[src/rtl/es_pkg.sv]
package es_pkg;
  localparam int unsigned OFF_SRST = 12'h004;
  localparam int unsigned OFF_CTRL = 12'h400;
  localparam int unsigned OFF_SCNT = 12'h404;
  localparam int unsigned OFF_OUT0 = 12'h410;
  localparam int unsigned CB_START = 0;
  localparam int unsigned CB_EN    = 1;
  localparam int unsigned CB_SPD   = 2;
  localparam int unsigned CB_LEN   = 4;
endpackage

[src/rtl/es_ctrl_reg.sv]
module es_ctrl_reg
  import es_pkg::*;
#(
  parameter int unsigned CTRL_W = 16
) (
  input  logic                  clk,
  input  logic                  rst_n,
  input  logic                  soft_rst,
  input  logic                  wr_en,
  input  logic [2*CTRL_W-1:0]   wr_word,
  input  logic                  hw_clr_start,
  output logic [CTRL_W-1:0]     ctrl_q
);
  logic [CTRL_W-1:0] wmask, wval, ctrl_d;
  logic              upd;

  assign wmask = wr_word[2*CTRL_W-1:CTRL_W];
  assign wval  = wr_word[CTRL_W-1:0];
  assign upd   = soft_rst | wr_en | hw_clr_start;

  always_comb begin
    ctrl_d = ctrl_q;
    if (hw_clr_start) ctrl_d[CB_START] = 1'b0;
    if (wr_en)        ctrl_d = (ctrl_d & ~wmask) | (wval & wmask);
    if (soft_rst)     ctrl_d = '0;
  end

  always_ff @(posedge clk or negedge rst_n) begin
    if (!rst_n)   ctrl_q <= '0;
    else if (upd) ctrl_q <= ctrl_d;
  end

  // unmasked bits (START excluded, hardware may clear it) hold
  a_r1_masked_keep: assert property (@(posedge clk) disable iff (!rst_n)
    (wr_en && !soft_rst) |=>
      ((ctrl_q[CTRL_W-1:1] & ~$past(wmask[CTRL_W-1:1])) ==
       ($past(ctrl_q[CTRL_W-1:1]) & ~$past(wmask[CTRL_W-1:1]))));

  // START without ENABLE drops on the next clock
  a_r6_start_needs_en: assert property (@(posedge clk) disable iff (!rst_n)
    (ctrl_q[CB_START] && !ctrl_q[CB_EN] && !wr_en && !soft_rst) |=> !ctrl_q[CB_START]);

  // soft reset clears the control register
  a_r7_soft_clear: assert property (@(posedge clk) disable iff (!rst_n)
    soft_rst |=> (ctrl_q == '0));
endmodule

[src/rtl/es_sampler.sv]
module es_sampler #(
  parameter int unsigned CNT_W = 16,
  parameter int unsigned NBITS = 256,
  parameter int unsigned BIT_W = $clog2(NBITS)
) (
  input  logic             clk,
  input  logic             rst_n,
  input  logic             soft_rst,
  input  logic             start,
  input  logic             enable,
  input  logic [1:0]       len_code,
  input  logic [CNT_W-1:0] period,
  output logic             busy_q,
  output logic             go,
  output logic             cap_en,
  output logic [BIT_W-1:0] cap_idx,
  output logic             done
);
  localparam int unsigned STEP = NBITS / 4;

  logic [CNT_W-1:0] pcnt_q, pcnt_d, last_cnt;
  logic [BIT_W-1:0] bcnt_q, bcnt_d;
  logic [BIT_W:0]   nbits_q, nbits_d, nbits_sel;
  logic             busy_d, tick, last, upd;

  assign nbits_sel = ((BIT_W+1)'(len_code) + (BIT_W+1)'(1)) * (BIT_W+1)'(STEP);
  assign last_cnt  = (period == '0) ? '0 : period - CNT_W'(1);
  assign tick      = (pcnt_q >= last_cnt);
  assign last      = ({1'b0, bcnt_q} == nbits_q - (BIT_W+1)'(1));
  assign go        = start & enable & ~busy_q & ~soft_rst;
  assign cap_en    = busy_q & enable & tick & ~soft_rst;
  assign done      = cap_en & last;
  assign cap_idx   = bcnt_q;
  assign upd       = soft_rst | go | busy_q;

  always_comb begin
    busy_d  = busy_q;
    pcnt_d  = pcnt_q;
    bcnt_d  = bcnt_q;
    nbits_d = nbits_q;
    if (soft_rst) begin
      busy_d = 1'b0;
      pcnt_d = '0;
      bcnt_d = '0;
    end else if (go) begin
      busy_d  = 1'b1;
      pcnt_d  = '0;
      bcnt_d  = '0;
      nbits_d = nbits_sel;
    end else if (busy_q) begin
      if (!enable) begin
        busy_d = 1'b0;
      end else if (tick) begin
        pcnt_d = '0;
        bcnt_d = bcnt_q + BIT_W'(1);
        if (last) busy_d = 1'b0;
      end else begin
        pcnt_d = pcnt_q + CNT_W'(1);
      end
    end
  end

  always_ff @(posedge clk or negedge rst_n) begin
    if (!rst_n) begin
      busy_q  <= 1'b0;
      pcnt_q  <= '0;
      bcnt_q  <= '0;
      nbits_q <= '0;
    end else if (upd) begin
      busy_q  <= busy_d;
      pcnt_q  <= pcnt_d;
      bcnt_q  <= bcnt_d;
      nbits_q <= nbits_d;
    end
  end

  // bit counter never reaches the latched length while busy
  a_r2_bits_bound: assert property (@(posedge clk) disable iff (!rst_n)
    busy_q |-> ({1'b0, bcnt_q} < nbits_q));

  // the final capture ends the collection
  a_r2_done_ends: assert property (@(posedge clk) disable iff (!rst_n)
    done |=> !busy_q);
endmodule

[src/rtl/es_outbuf.sv]
module es_outbuf #(
  parameter int unsigned WORD_W  = 32,
  parameter int unsigned N_WORDS = 8,
  parameter int unsigned BIT_W   = $clog2(WORD_W * N_WORDS)
) (
  input  logic                             clk,
  input  logic                             rst_n,
  input  logic                             soft_rst,
  input  logic                             clear,
  input  logic                             cap_en,
  input  logic [BIT_W-1:0]                 cap_idx,
  input  logic                             bit_in,
  output logic [N_WORDS-1:0][WORD_W-1:0]   words_q
);
  localparam int unsigned BW = $clog2(WORD_W);

  logic [N_WORDS-1:0][WORD_W-1:0] words_d;
  logic                           upd;

  assign upd = soft_rst | clear | cap_en;

  always_comb begin
    words_d = words_q;
    if (soft_rst || clear)
      words_d = '0;
    else if (cap_en)
      words_d[cap_idx[BIT_W-1:BW]][~cap_idx[BW-1:0]] = bit_in;
  end

  always_ff @(posedge clk or negedge rst_n) begin
    if (!rst_n)   words_q <= '0;
    else if (upd) words_q <= words_d;
  end

  // a new collection starts from an all-zero buffer
  a_r5_clear_on_start: assert property (@(posedge clk) disable iff (!rst_n)
    clear |=> (words_q == '0));

  // one capture changes at most one stored bit
  a_r4_single_bit: assert property (@(posedge clk) disable iff (!rst_n)
    (cap_en && !soft_rst && !clear) |=> ($countones(words_q ^ $past(words_q)) <= 1));
endmodule

[src/rtl/entropy_sampler.sv]
module entropy_sampler
  import es_pkg::*;
#(
  parameter int unsigned ADDR_W  = 12,
  parameter int unsigned WORD_W  = 32,
  parameter int unsigned N_WORDS = 8,
  parameter int unsigned CNT_W   = 16
) (
  input  logic              clk,
  input  logic              rst_n,
  input  logic [ADDR_W-1:0] bus_addr,
  input  logic              bus_we,
  input  logic [WORD_W-1:0] bus_wdata,
  output logic [WORD_W-1:0] bus_rdata,
  input  logic              entropy_in,
  output logic [1:0]        osc_speed
);
  localparam int unsigned CTRL_W = WORD_W / 2;
  localparam int unsigned NBITS  = WORD_W * N_WORDS;
  localparam int unsigned BIT_W  = $clog2(NBITS);
  localparam int unsigned IDX_W  = $clog2(N_WORDS);

  logic [1:0]                      rs_q;
  logic                            rst_ni;
  logic                            wr_ctrl, wr_scnt, soft_rst, hw_clr;
  logic [CTRL_W-1:0]               ctrl_q;
  logic [CNT_W-1:0]                scnt_q;
  logic                            busy, go, cap_en, done;
  logic [BIT_W-1:0]                cap_idx;
  logic [N_WORDS-1:0][WORD_W-1:0]  words;
  logic [ADDR_W-1:0]               out_off;
  logic                            out_hit;

  always_ff @(posedge clk or negedge rst_n) begin
    if (!rst_n) rs_q <= '0;
    else        rs_q <= {rs_q[0], 1'b1};
  end
  assign rst_ni = rs_q[1];

  assign wr_ctrl  = bus_we && (bus_addr == ADDR_W'(OFF_CTRL));
  assign wr_scnt  = bus_we && (bus_addr == ADDR_W'(OFF_SCNT));
  assign soft_rst = bus_we && (bus_addr == ADDR_W'(OFF_SRST));
  assign hw_clr   = done | (ctrl_q[CB_START] & ~ctrl_q[CB_EN]);

  es_ctrl_reg #(.CTRL_W(CTRL_W)) u_ctrl (
    .clk(clk), .rst_n(rst_ni), .soft_rst(soft_rst), .wr_en(wr_ctrl),
    .wr_word(bus_wdata), .hw_clr_start(hw_clr), .ctrl_q(ctrl_q)
  );

  always_ff @(posedge clk or negedge rst_ni) begin
    if (!rst_ni)      scnt_q <= '0;
    else if (wr_scnt) scnt_q <= bus_wdata[CNT_W-1:0];
  end

  es_sampler #(.CNT_W(CNT_W), .NBITS(NBITS), .BIT_W(BIT_W)) u_smp (
    .clk(clk), .rst_n(rst_ni), .soft_rst(soft_rst),
    .start(ctrl_q[CB_START]), .enable(ctrl_q[CB_EN]),
    .len_code(ctrl_q[CB_LEN+1:CB_LEN]), .period(scnt_q),
    .busy_q(busy), .go(go), .cap_en(cap_en), .cap_idx(cap_idx), .done(done)
  );

  es_outbuf #(.WORD_W(WORD_W), .N_WORDS(N_WORDS), .BIT_W(BIT_W)) u_buf (
    .clk(clk), .rst_n(rst_ni), .soft_rst(soft_rst), .clear(go),
    .cap_en(cap_en), .cap_idx(cap_idx), .bit_in(entropy_in), .words_q(words)
  );

  assign osc_speed = ctrl_q[CB_SPD+1:CB_SPD];

  assign out_off = bus_addr - ADDR_W'(OFF_OUT0);
  assign out_hit = (out_off < ADDR_W'(4 * N_WORDS)) && (out_off[1:0] == 2'b00);

  always_comb begin
    bus_rdata = '0;
    if (bus_addr == ADDR_W'(OFF_CTRL))      bus_rdata = {{(WORD_W-CTRL_W){1'b0}}, ctrl_q};
    else if (bus_addr == ADDR_W'(OFF_SCNT)) bus_rdata = {{(WORD_W-CNT_W){1'b0}}, scnt_q};
    else if (out_hit)                       bus_rdata = words[out_off[IDX_W+1:2]];
  end

  // speed output tracks the control field
  a_r9_speed_port: assert property (@(posedge clk) disable iff (!rst_ni)
    osc_speed == ctrl_q[CB_SPD+1:CB_SPD]);

  // while collecting, START stays set unless software stops it
  a_r2_start_held: assert property (@(posedge clk) disable iff (!rst_ni)
    (busy && !done && !wr_ctrl && !soft_rst && ctrl_q[CB_EN]) |=> ctrl_q[CB_START]);
endmodule

[config.mk]
export PLATFORM = sky130hd
export DESIGN_NAME = entropy_sampler
export DESIGN_NICKNAME = d
export VERILOG_FILES = /design/src/rtl/es_pkg.sv /design/src/rtl/es_ctrl_reg.sv /design/src/rtl/es_sampler.sv /design/src/rtl/es_outbuf.sv /design/src/rtl/entropy_sampler.sv
export SDC_FILE = /design/constraint.sdc
export NUM_CORES = 1
export LEC_CHECK = 0
export BUFFER_PORTS_ARGS = -buffer_cell sky130_fd_sc_hd__buf_2
export CORE_MARGIN = 2
export CORE_UTILIZATION = 40
export DETAILED_ROUTE_END_ITERATION = 8
export GPL_TIMING_DRIVEN = 0
export SLEW_MARGIN = 30
export SYNTH_ARGS = -nofsm -noshare
export SYNTH_HDL_FRONTEND = slang
export SYNTH_HIERARCHICAL = 1
export SYNTH_SLANG_ARGS = --single-unit
[constraint.sdc]
create_clock -name clk -period 12.67 [get_ports clk]
set_clock_uncertainty 0.05 [all_clocks]
set_input_delay 0.6335 -clock clk [delete_from_list [all_inputs] [get_ports clk]]
set_output_delay 0.6335 -clock clk [all_outputs]
set_load 0.03 [all_outputs]
==> results.md, run 1 <==
- Outcome: finished clean
- Nets: roughly 2000
- Startpoint type of the worst setup path: primary input
- R2r worst-path depth: 17
- CTS tree: done
- TritonRoute pass-1 iters: 5
- Critical Path Stages: 15
- Synth area leader: dfrtp_1
- Gr usage total: 25.5%
- Total of max-cap violations: 0
- Initial antenna violation count: 1
- Relative slew slack: 33.3%
- Tmin final: ~5.1 ns
- Cell Area, Synth: approximately 18000 um^2
- Via count: around 15000
- Post-synth EDFFs: 0
- Std cell rows: 77
- FFs w/ async S/R, synth: 100%
- Die extent in x: about 220 um
- Post-CTS Hold Fix Bufs: 1
- R2r startpoint: scnt_q[9]
- Number of port buffers: 80
- Post-CTS Setup Repair Bufs: 0
- Final period utilization: around two fifths
- Mean Syn Cell Area: approximately 10 um^2
- Total grt overflow: 0
- Post-DP HPWL: 42800 um
- Final Hold Fails: 0
- Ant diodes: 0
- Number of synthesized register bits: 318
- Layout cell share with drive strength beyond 1: 17.7%
- Leak pwr: around 10 nW
- Vias in the first global route: 14700
- Routed length per instance: roughly 24 um
- Post-CTS Resized: 0
- Crit Path Max Fanout: 11
- Worst Tran Pin Value: 1.00 ns
- Post-DRT Antenna Nets: 0
- Clock tree buffer depth: 3
- Max Fclk: 195 MHz
- Total Routed Length: 60500 um
- Worst path max stage delay: 0.63 ns
- PD cells: 108 nW/um^2
- Worst-Skew Late Latency: 0.54 ns
- I/O pin count: 82
- Post-Syn Instances: between 1500 and 2000
- Most frequent cells in the layout: nand2_1, dfrtp_1, nand3_1
- Top_reg_cell synth: dfrtp_1
- Area fraction of the dominant cell type after synthesis: 43.9%
- Synthesized Nets: between 1500 and 2000
- Die H: 217 um
- Placer Congestion: 0.916
- Critical path endpoint: u_buf/words_q[102]
- Hold WS: 0.298 ns
- Placed cell count: 2469
- Worst path cell trace: buf_2 > inv_2 > buf_2 > clkbuf_1 > ha_1 > nand3b_1 > nor2_4 > and3_1 > and3b_1 > clkbuf_1 > nor2_1 > clkbuf_1 > clkbuf_1 > nand2_1 > mux2i_1
- Crit path from: bus_addr[4]
- Vias per Instance: 5.93
- Max VDD drop: 0.000109 V
- Root Buffer: clkbuf_16
- Syn-to-layout area delta: 13.9%
- Starting Density: 40.7%
- Largest net degree at the start of global routing: 48
- Non-Filler Instances: approximately 2500
- Unrepaired setup endpoints after global routing: no
- TritonCTS Buffers: 36
- CP dominant cell by count: clkbuf_1
- Buf/Inv on CP: 7
- Setup violators final: 0
- Setup crit end kind: flop
- Commonest non-fill, non-tap cell in the layout: nand2_1
- H-tree Lvls: 2
- Critical R2R Capture: u_buf/words_q[7]
- Register clock-pin slew on the reported worst setup and hold paths: 0.07 ns
- Yosys cell types: 67
- First DRT Iteration DRCs: ~1700
- Total die area: 47000 um^2
- Critical Path RT: 13.07 ns
- Critical path data arrival time: 5.53 ns
- Largest delay contributor family on the critical path: buffers and inverters
- Max-slew violation count: 0
- FF-to-FF setup slack: 7.66 ns
- Clock sink count: 318
- Critical setup path kind: primary input to flop
- First-pass GRT wire length: 91300 um
- Number of remaining DRC errors: 0
- Crit-path slowest cell: clkbuf_1
- Worst min-delay path class: flop to async pin
- Ranking of synthesized cells by area: dfrtp_1, mux2i_1, mux4_2, nand3_1, nand2_1
- Seq/Total Area, Yosys: between 40% and 50%
- Synth warnings: 6
- Core box area: between 40000 and 50000 um^2
worst min-delay path by stage:
stage | from | end | slack [ns] | depth (start not counted)
3_5_place_dp | rs_q[0] | rs_q[1] | 0.29 | 0
5_1_grt | rs_q[0] | rs_q[1] | 0.31 | 0
2_1_floorplan | rs_q[0] | rs_q[1] | 0.28 | 0
3_3_place_gp | rs_q[0] | rs_q[1] | 0.29 | 0
4_1_cts | bus_wdata[8] | scnt_q[8] | 0.28 | 2
6_report | rs_q[1] | u_buf/words_q[187] | 0.30 | 0
registers in the layout (all words and copies together), names as in the netlist:
signal	flops
u_buf/words_q	256
u_smp/nbits_q	3
scnt_q	16
u_smp/busy_q	1
u_ctrl/ctrl_q	16
rs_q	2
u_smp/pcnt_q	16
u_smp/cap_idx	8
worst reg2reg max path, stage by stage, from the launching register on:
cell      delay [ns]
dfrtp_1         0.48
or4_4           0.56
or3_4           0.36
nor2_4          0.12
nand3_1         0.09
xnor2_1         0.16
nand2_1         0.08
ha_1            0.29
nand4_1         0.10
nor3_1          0.36
o311ai_2        0.18
nand4_2         0.18
nand2b_1        0.19
inv_1           0.24
nor4b_2         0.70
buf_2           0.39
nand3_1         0.16
mux2i_1         0.17
power breakdown:
group	internal (mW)	switching (mW)	total (mW)
clock	0.632	0.449	1.08
sequential	1.02	0.00424	1.02
combinational	0.0373	0.0847	0.122
total	1.69	0.538	2.22
Yosys cell counts, types with 4 or more instances:
| cell type | n |
|---|---|
| nor2_1 | 27 |
| buf_1 | 7 |
| nand2_1 | 352 |
| a22oi_1 | 10 |
| nor2b_1 | 8 |
| nand4_1 | 10 |
| inv_1 | 16 |
| a21oi_1 | 53 |
| mux4_2 | 64 |
| nand2b_1 | 5 |
| and3_1 | 6 |
| o21ai_0 | 14 |
| ha_1 | 24 |
| mux2_4 | 10 |
| clkbuf_1 | 97 |
| buf_2 | 66 |
| or4_1 | 8 |
| nor3_1 | 7 |
| xor2_1 | 23 |
| mux2i_1 | 274 |
| mux2_2 | 7 |
| nor4_1 | 5 |
| nand3_1 | 281 |
| and3b_1 | 4 |
| xnor2_1 | 7 |
| dfrtp_1 | 318 |
| nor2_2 | 10 |
| buf_6 | 7 |
kinds of logic (layout without fill, tap and decap cells):
kind of cell / after synthesis / in the layout / synth area share [%]
compound gates: 100 / 100 / 3.32
xor+xnor: 30 / 30 / 1.45
fa+ha+maj: 24 / 24 / 1.66
buf+inv: 198 / 351 / 4.92
flops: 318 / 318 / 43.9
mux: 355 / 355 / 24.4
other cells: 1 / 1 / 0.0207
simple gates: 763 / 763 / 20.4
cell type report:
cell class	count	area, um^2
sequential	318	7960
multi-input combinational	1273	9270
inverter	17	63.8
fill	4241	23900
clock inverter	17	168
clock buffer	47	1020
timing repair buffer	89	586
buffer	181	827
tap	592	741
per-stage QoR:
stage	cell area, um^2	utilization [%]	setup slack [ns]	setup TNS, ns	total power [mW]
global route	20600	46.4	7.32	0	2.29
finish	20600	46.4	7.55	0	2.22
floorplan	18100	-	3.10	0	1.11
detailed placement	19400	43.7	7.17	0	1.16
global placement	19300	43.3	-1.13	-343.18	1.15
CTS	20600	46.4	7.72	0	2.24
per-layer routing:
layer  GRT usage (%)  vias up  wire [um]
met3            5.27      137       5250
met5               0        -          0
li1                -     6537          -
met4            8.93        0       2280
met1            35.7     7618      26000
met2            39.4      727      27000
Note: power is estimated with default switching activity, not from simulation.
==> run 2, diff against run 1 <==
==> constraint.sdc (replaced) <==
create_clock -name clk -period 4.5 [get_ports clk]
set_clock_uncertainty 0.05 [all_clocks]
set_input_delay 0.225 -clock clk [delete_from_list [all_inputs] [get_ports clk]]
set_output_delay 0.225 -clock clk [all_outputs]
set_load 0.03 [all_outputs]
==> run 2 against run 1 <==
Net effect:
- worst setup slack worse by 7.3 ns
- via count grew 0.31%
- first-iteration DRC count shrank 8.3%
- final cell count increased by 1.3%
- sequential power grew to 2.8 times the previous value
- total power grew to 2.9 times the previous value
- clock power grew to 3.0 times the previous value
- die area is the same
- largest cell class unchanged
==> results.md, run 2 (synthesized netlist as in run 1, its figures left out) <==
- Outcome: finished clean
- Clock tree buffer depth: 3
- Worst-Skew Late Latency: between 0.5 and 0.6 ns
- Vias per Instance: 5.87
- Total Routed Length: 61100 um
- Critical Path Stages: 17
- Via count: 15100
- Largest net degree at the start of global routing: 48
- Fin Setup TNS: 0 ns
- Final worst setup slack: 0.243 ns
- Setup crit end kind: flop
- Max VDD drop: 0.000210 V
- Critical path data arrival time: 4.60 ns
- Root Buffer: clkbuf_16
- Total Power: 6.43 mW
- First DRT Iteration DRCs: between 1500 and 2000
- Worst path max stage delay: 0.59 ns
- Layout cell share with drive strength beyond 1: 18.1%
- TritonCTS Buffers: 37
- I/O pin count: 82
- Post-DP HPWL: 42700 um
- Final period utilization: 94.6%
- Max-slew violation count: 0
- Core box area: roughly 45000 um^2
- Critical setup path kind: flop to flop
- Vias in the first global route: 15200
- H-tree Lvls: 2
- Die extent in x: ~220 um
- Unrepaired setup endpoints after global routing: no
- Largest delay contributor family on the critical path: simple AND/OR/NAND/NOR gates
- Hold depth: 3
- Placer Congestion: 0.894
- Startpoint type of the worst setup path: flop
- Final Hold Fails: 0
- Post-DRT Antenna Nets: 0
- Worst Setup Slack post-DPL: -0.616 ns
- Setup violators final: 0
- CTS tree: done
- TritonRoute pass-1 iters: 6
- Gr usage total: 25.8%
- Number of port buffers: 80
- Area of the multi-input gates: 9320 um^2
- Initial antenna violation count: 1
- Reg area: 7960 um^2
- Commonest non-fill, non-tap cell in the layout: nand2_1
- First-pass GRT wire length: ~90000 um
- Nets: ~2000
- Total die area: 47000 um^2
- R2r worst-path depth: 17
- Total of max-cap violations: 0
- Worst path cell trace: or4_4 > or3_4 > nor2_1 > xor2_1 > nand2_1 > ha_1 > nand4_1 > nor3_2 > o311ai_2 > nand4_4 > nand2b_4 > inv_4 > nor4bb_1 > buf_2 > buf_4 > nand3_1 > mux2i_1
- Clock sink count: 318
- Std cell rows: 77
- Buf/Inv on CP: 3
- Crit-path slowest cell: or4_4
- Number of remaining DRC errors: 0
- Largest Register: u_buf/words_q
- Most frequent cells in the layout: nand2_1, dfrtp_1, nand3_1
- Worst min-delay path class: primary input to flop
- Relative slew slack: 28.2%
- Starting Density: 40.7%
- Die H: ~220 um
- Tmin final: 4.26 ns
- Ant diodes: 0
- Final core occ: 47.6%
- Total grt overflow: 0
- Routed length per instance: 23.8 um
- Max Fclk: roughly 230 MHz
- Max FFs per register: 256
- Fill count: 4167
- PD cells: 304 nW/um^2
- Register clock-pin slew on the reported worst setup and hold paths: 0.06 ns
- Critical Path RT: 4.84 ns
- Syn-to-layout area delta: 16.9%
- Crit Path Max Fanout: 10
- Leak pwr: 10.7 nW
- Worst Tran Pin Value: 1.08 ns
## run 2: cell types whose count changed in the layout (fill, tap and decap cells not counted), moves of 3 or more
cell / previous run / this run
buf_2: 146 / 135
buf_6: 7 / 12
clkbuf_8: 6 / 14
buf_12: 6 / 3
clkinv_2: 12 / 2
buf_4: 3 / 13
clkbuf_1: 101 / 94
dlygate4sd3_1: 1 / 35
## run 2: final timing paths
kind / startpoint / endpoint / slack, ns
worst max-delay path: scnt_q[5] / u_buf/words_q[89] / 0.24
worst min-delay path: bus_we / scnt_q[15] / 0.10
worst max register to register: scnt_q[5] / u_buf/words_q[89] / 0.24
worst min register to register: rs_q[1] / u_buf/words_q[23] / 0.25
max in group asynchronous: rs_q[1] / u_ctrl/ctrl_q[1] / 2.99
min in group asynchronous: rs_q[1] / u_buf/words_q[23] / 0.25
## run 2: report_power, final
group	switching, mW	internal [mW]
registers	0.0103	2.86
logic	0.245	0.126
clock network	1.26	1.93
total	1.51	4.92
## run 2: area by class of cell
| class | instances | area share, % |
|---|---|---|
| Buffer | 175 | 4.06 |
| Clock buffer | 60 | 5.64 |
| Clock inverter | 7 | 0.443 |
| Inverter | 17 | 0.313 |
| Multi-Input combinational cell | 1273 | 44.0 |
| Sequential cell | 318 | 37.6 |
| Tap cell | 592 | 3.50 |
| Timing Repair Buffer | 126 | 4.49 |
## run 2: tightest hold or removal path, stage by stage
cell,delay [ns]
buf_2,0.14
nand3_4,0.13
mux2_2,0.16
## run 2: layer usage
metal / routed length [um] / part of all wire [%] / global-route usage (%)
met1: 26000 / 43 / 35.5
met2: 27600 / 45 / 40.4
met3: 5130 / 8.4 / 5.02
met4: 2330 / 3.8 / 10.0
met5: 13 / 0.021 / 0
## run 2: metrics by stage
stage | area [um^2] | hold WS [ns] | std cells
floorplan | 18100 | -0.121 | 1789
global placement | 19300 | -0.0379 | 2461
detailed placement | 19400 | -0.0372 | 2468
CTS | 21100 | 0.0796 | 2569
global route | 21200 | 0.0980 | 2568
finish | 21200 | 0.100 | 2568
## run 2: timing repair
item                                   CTS  global route
resized for setup                       16            23
setup endpoints to repair              248           249
gates cloned                             0             0
hold buffers                            35             0
buffers inserted                         2             2
endpoints found under the hold margin   34             0
pin swaps                                0             1
